`src/rtl/chan_irq_pkg.sv`:
```
package chan_irq_pkg;
  localparam int NUM_CH  = 4;
  localparam int DATA_W  = 8;
  localparam int IDX_W   = $clog2(NUM_CH);
  localparam int EN_BIT  = IDX_W;
  localparam int PAD_W   = DATA_W - NUM_CH - IDX_W - 1;

  typedef struct packed {
    logic             en;
    logic [IDX_W-1:0] idx;
  } route_sel_t;
endpackage

```
`src/rtl/chan_irq_sync.sv`:
```
module chan_irq_sync #(
  parameter int       W       = 4,
  parameter int       STAGES  = 2,
  parameter logic     RST_VAL = 1'b1
) (
  input  logic         clk,
  input  logic         rst,
  input  logic [W-1:0] d_i,
  output logic [W-1:0] q_o
);
  for (genvar b = 0; b < W; b++) begin : g_bit
    logic [STAGES-1:0] chain;
    always_ff @(posedge clk) begin
      if (rst) chain <= {STAGES{RST_VAL}};
      else     chain <= {chain[STAGES-2:0], d_i[b]};
    end
    assign q_o[b] = chain[STAGES-1];
  end
endmodule

```
`src/rtl/chan_sel_reg.sv`:
```
module chan_sel_reg
  import chan_irq_pkg::*;
(
  input  logic              clk,
  input  logic              rst,
  input  logic              wr_en_i,
  input  logic [DATA_W-1:0] wdata_i,
  output route_sel_t        sel_o
);
  logic unused_hi;
  assign unused_hi = ^wdata_i[DATA_W-1:EN_BIT+1];

  always_ff @(posedge clk) begin
    if (rst) begin
      sel_o <= '0;
    end else if (wr_en_i) begin
      sel_o.en  <= wdata_i[EN_BIT];
      sel_o.idx <= wdata_i[IDX_W-1:0];
    end
  end
endmodule

```
`src/rtl/chan_irq_snap.sv`:
```
module chan_irq_snap
  import chan_irq_pkg::*;
(
  input  logic              clk,
  input  logic              rst,
  input  logic [NUM_CH-1:0] pend_i,
  input  route_sel_t        sel_i,
  input  logic              rd_en_i,
  output logic [DATA_W-1:0] rdata_o,
  output logic              pull_o
);
  logic [DATA_W-1:0] snap_next;
  assign snap_next = {pend_i, {PAD_W{1'b0}}, sel_i.en, sel_i.idx};

  always_ff @(posedge clk) begin
    if (rst) begin
      rdata_o <= '0;
      pull_o  <= 1'b0;
    end else begin
      pull_o <= |pend_i;
      if (rd_en_i) rdata_o <= snap_next;
    end
  end
endmodule

```
`src/rtl/chan_irq_hub.sv`:
```
module chan_irq_hub
  import chan_irq_pkg::*;
(
  input  logic              clk,
  input  logic              rst,
  input  logic [NUM_CH-1:0] irq_n_i,
  input  logic              wr_en_i,
  input  logic              rd_en_i,
  input  logic [DATA_W-1:0] wdata_i,
  output logic [DATA_W-1:0] rdata_o,
  output logic              irq_pull_o,
  output logic              route_en_o,
  output logic [IDX_W-1:0]  route_idx_o
);
  logic [NUM_CH-1:0] irq_n_sync;
  logic [NUM_CH-1:0] pend;
  route_sel_t        sel;

  chan_irq_sync #(.W(NUM_CH), .STAGES(2), .RST_VAL(1'b1)) u_sync (
    .clk (clk), .rst (rst), .d_i (irq_n_i), .q_o (irq_n_sync)
  );

  assign pend = ~irq_n_sync;

  chan_sel_reg u_sel (
    .clk (clk), .rst (rst), .wr_en_i (wr_en_i), .wdata_i (wdata_i), .sel_o (sel)
  );

  chan_irq_snap u_snap (
    .clk (clk), .rst (rst), .pend_i (pend), .sel_i (sel), .rd_en_i (rd_en_i),
    .rdata_o (rdata_o), .pull_o (irq_pull_o)
  );

  assign route_en_o  = sel.en;
  assign route_idx_o = sel.idx;
endmodule

```
`config.mk`:
```
export PLATFORM = sky130hd
export DESIGN_NAME = chan_irq_hub
export DESIGN_NICKNAME = d
export VERILOG_FILES = /design/src/rtl/chan_irq_pkg.sv /design/src/rtl/chan_irq_sync.sv /design/src/rtl/chan_sel_reg.sv /design/src/rtl/chan_irq_snap.sv /design/src/rtl/chan_irq_hub.sv
export SDC_FILE = /design/constraint.sdc
export NUM_CORES = 1
export LEC_CHECK = 0
export BUFFER_PORTS_ARGS = -buffer_cell sky130_fd_sc_hd__buf_2
export CORE_ASPECT_RATIO = 0.7
export CORE_MARGIN = 2
export CORE_UTILIZATION = 30
export DETAILED_ROUTE_END_ITERATION = 7
export PLACE_DENSITY = 0.64
export SLEW_MARGIN = 20
export SYNTH_ARGS = -nofsm -noshare
export SYNTH_HDL_FRONTEND = slang
export SYNTH_SLANG_ARGS = --single-unit
```
`constraint.sdc`:
```
create_clock -name clk -period 1.2 [get_ports clk]
set_input_delay 0.12 -clock clk [delete_from_list [all_inputs] [get_ports clk]]
set_output_delay 0.12 -clock clk [all_outputs]
set_load 0.02 [all_outputs]
```
==> impl_metrics.sql <==
INSERT INTO impl_metrics (metric_group, metric, value, unit) VALUES
('outcome', 'outcome', 'completed', ''),
('logic_synthesis', 'leading_cell_types_by_count_after_synthesis', '19 x sky130_fd_sc_hd__dfxtp_1, 10 x sky130_fd_sc_hd__nor2_1, 8 x sky130_fd_sc_hd__or2_2', ''),
('job', 'maxCapViolations', '0', ''),
('clocking', 'cts_tree', 'built', ''),
('routing', 'route.detailed.wl_per_inst', '9.85', 'microns'),
('logic_synthesis', 'synth_warnings', '0', ''),
('clocking', 'cts.root.buffer_cell', 'sky130_fd_sc_hd__clkbuf_4', ''),
('die', 'number_of_core_rows', '13', ''),
('logic_synthesis', 'post_synthesis_average_cell_area', '12.0', 'sq um'),
('clocking', 'cts-root-to-sink-buffers', '2', ''),
('finish', 'post_route_cells_drive_above_1_share', '46.2', '%'),
('placement', 'numPortBuffers', '21', ''),
('clocking', 'cts_resized', '0', ''),
('logic_synthesis', 'post_synth_net_total', '69', ''),
('worst_setup_path', 'worst-setup-path-type', 'reg -> out', ''),
('routing', 'drt-pass1-iter-count', '2', ''),
('sta', 'final_min_period_over_clock_period', '78.3', '%'),
('global_routing', 'grt_antenna_before_repair', '0', ''),
('clocking', 'cts_post_setup_buffers_inserted', '0', ''),
('power_and_ir_drop', 'power_leakage', '0.366', 'nW'),
('routing', 'detail_route.iter0.violations', '3', ''),
('worst_setup_path', 'cp-end-kind', 'primary output', ''),
('sta', 'setup_viol_count_final', '0', ''),
('global_routing', 'grt_pass1_vias', '370', ''),
('placement', 'place_worst_setup_slack', '0.404', 'ns'),
('logic_synthesis', 'post-synth-top-count-cell', 'sky130_fd_sc_hd__dfxtp_1', ''),
('power_and_ir_drop', 'report.power.total', '1.11', 'mW'),
('worst_setup_path', 'max_stage_delay', '0.36', 'ns'),
('power_and_ir_drop', 'vdd_ir_drop_max', '0.657', 'mV'),
('global_routing', 'grt_start_max_net_pins', '20', ''),
('placement', 'place.detailed.instances', '92', ''),
('clocking', 'htreeDepth', '1', ''),
('sta', 'setup_total_negative_slack', '0', 'ns'),
('logic_synthesis', 'postSynthRegisterBits', '19', ''),
('sta', 'min_period', '0.940', 'ns'),
('logic_synthesis', 'synth.largest_area_cell', 'sky130_fd_sc_hd__dfxtp_1', ''),
('routing', 'vias_per_cell', '4.28', ''),
('sta', 'fin_worst_hold_slack', '0.0607', 'ns'),
('min_path', 'hp-class', 'in -> reg', ''),
('die', 'floorplan.die.width', '59.0', 'microns'),
('logic_synthesis', 'async_flop_share', '0', '%'),
('worst_setup_path', 'timing.critical_path.cells', 'buf_2', ''),
('routing', 'detail_route.wirelength', '985', 'microns'),
('logic_synthesis', 'distinct_cells_synth', '10', ''),
('die', 'initial_standard_cell_utilization_of_the_core', '33.1', '%'),
('clocking', 'cts.reportedPaths.clkPinSlew', '0.09', 'ns'),
('sta', 'final_setup_margin', '0.260', 'ns'),
('placement', 'dp_hpwl', '706', 'microns'),
('finish', 'final_net_count', '95', ''),
('worst_setup_path', 'worst_path_dominant_cell_family', 'flip-flops', ''),
('finish', 'area_growth_syn_to_layout', '24.2', '%'),
('clocking', 'worst_skew_pair.late_latency', '0.29', 'ns'),
('worst_setup_path', 'start_kind', 'flop', ''),
('global_routing', 'groute.usage.overall', '8.60', '%'),
('global_routing', 'first_pass_grt_wire_length', '1510', 'microns'),
('logic_synthesis', 'yosys_top_cell_area_share', '59.8', '%'),
('finish', 'final_cell_count_no_fill', '100', ''),
('die', 'die-height', '42.5', 'microns'),
('clocking', 'clock_sink_count', '19', ''),
('sta', 'max_clock_freq', '1060', 'MHz'),
('worst_setup_path', 'critPathRequiredTime', '1.08', 'ns'),
('finish', 'ant_diodes', '0', ''),
('die', 'floorplan.core_area', '1920', 'sq um'),
('placement', 'place.gp.congestion', '0.678', ''),
('logic_synthesis', 'cell_types_with_the_largest_area_share_after_synthesis', 'sky130_fd_sc_hd__dfxtp_1 60%, sky130_fd_sc_hd__mux2i_1 9.4%, sky130_fd_sc_hd__a211oi_2 7.9%', ''),
('logic_synthesis', 'synth-main-ff-cell', 'sky130_fd_sc_hd__dfxtp_1', ''),
('sta', 'worst_clock_skew', '0.00165', 'ns'),
('worst_setup_path', 'critPathMaxFanout', '3', ''),
('routing', 'number_of_remaining_drc_errors', '0', ''),
('worst_setup_path', 'path_buf_inv', '1', ''),
('sta', 'unrepaired_setup_endpoints_after_global_routing', 'no', '');
[where the power goes]
part / switching (mW) / internal, mW / leakage [nW]
Clock: 0.174 / 0.129 / 0.0150
Sequential: 0.0142 / 0.663 / 0.157
Combinational: 0.0701 / 0.0593 / 0.194
[area by class of cell]
type,count,area [sq um]
tap,22,27.5
clock buffer,4,26.3
fill,201,1130
sequential,19,380
multi-input combinational,30,210
timing repair buffer,25,145
[cell usage in the layout (no fill, tap or decap), drive strengths merged]
cell         count
a41oi            1
or2              8
dlygate4sd3      4
clkbuf           4
buf             21
conb             1
nor2            10
dfxtp           19
mux2i            6
a211oi           4
[cell families after synthesis]
family,after synthesis,synth area share [%]
compound gates,5,9.25
buf+inv,4,7.09
flops,19,59.8
mux,6,9.45
other cells,1,0.590
simple gates,18,13.8
[sequential cells by signal (all words and copies together), names as in the netlist]
name	count
u_snap.rdata_o	7
u_sync.g_bit.chain	8
u_sel.sel_o	3
u_snap.pull_o	1
[through the flow]
stage	area, sq um	util, %
after floorplan	636	-
after global placement	723	37.7
after detailed placement	723	37.7
after CTS	769	40.1
after global routing	790	41.1
final	790	41.1
[worst paths after layout]
kind         cells past startpoint  slack [ns]                                 from                             endpoint
max                              1        0.26          u_sel.sel_o[2]$_SDFFE_PP0P_                           route_en_o
min reg2reg                      1        0.41  u_sync.g_bit[0].chain[0]$_SDFF_PP1_  u_sync.g_bit[0].chain[1]$_SDFF_PP1_
min                              3        0.06                           wdata_i[0]          u_sel.sel_o[0]$_SDFFE_PP0P_
max reg2reg                      1        0.54  u_sync.g_bit[2].chain[0]$_SDFF_PP1_  u_sync.g_bit[2].chain[1]$_SDFF_PP1_
[per-layer routing]
metal | GRT usage [%] | share of wire, % | up-vias
met5 | 0 | 0 | -
met4 | 2.73 | 0 | 0
met3 | 6.48 | 7.6 | 0
met2 | 13.6 | 45 | 13
met1 | 8.82 | 47 | 195
li1 | - | - | 220
Note: power is estimated with default switching activity, not from simulation.
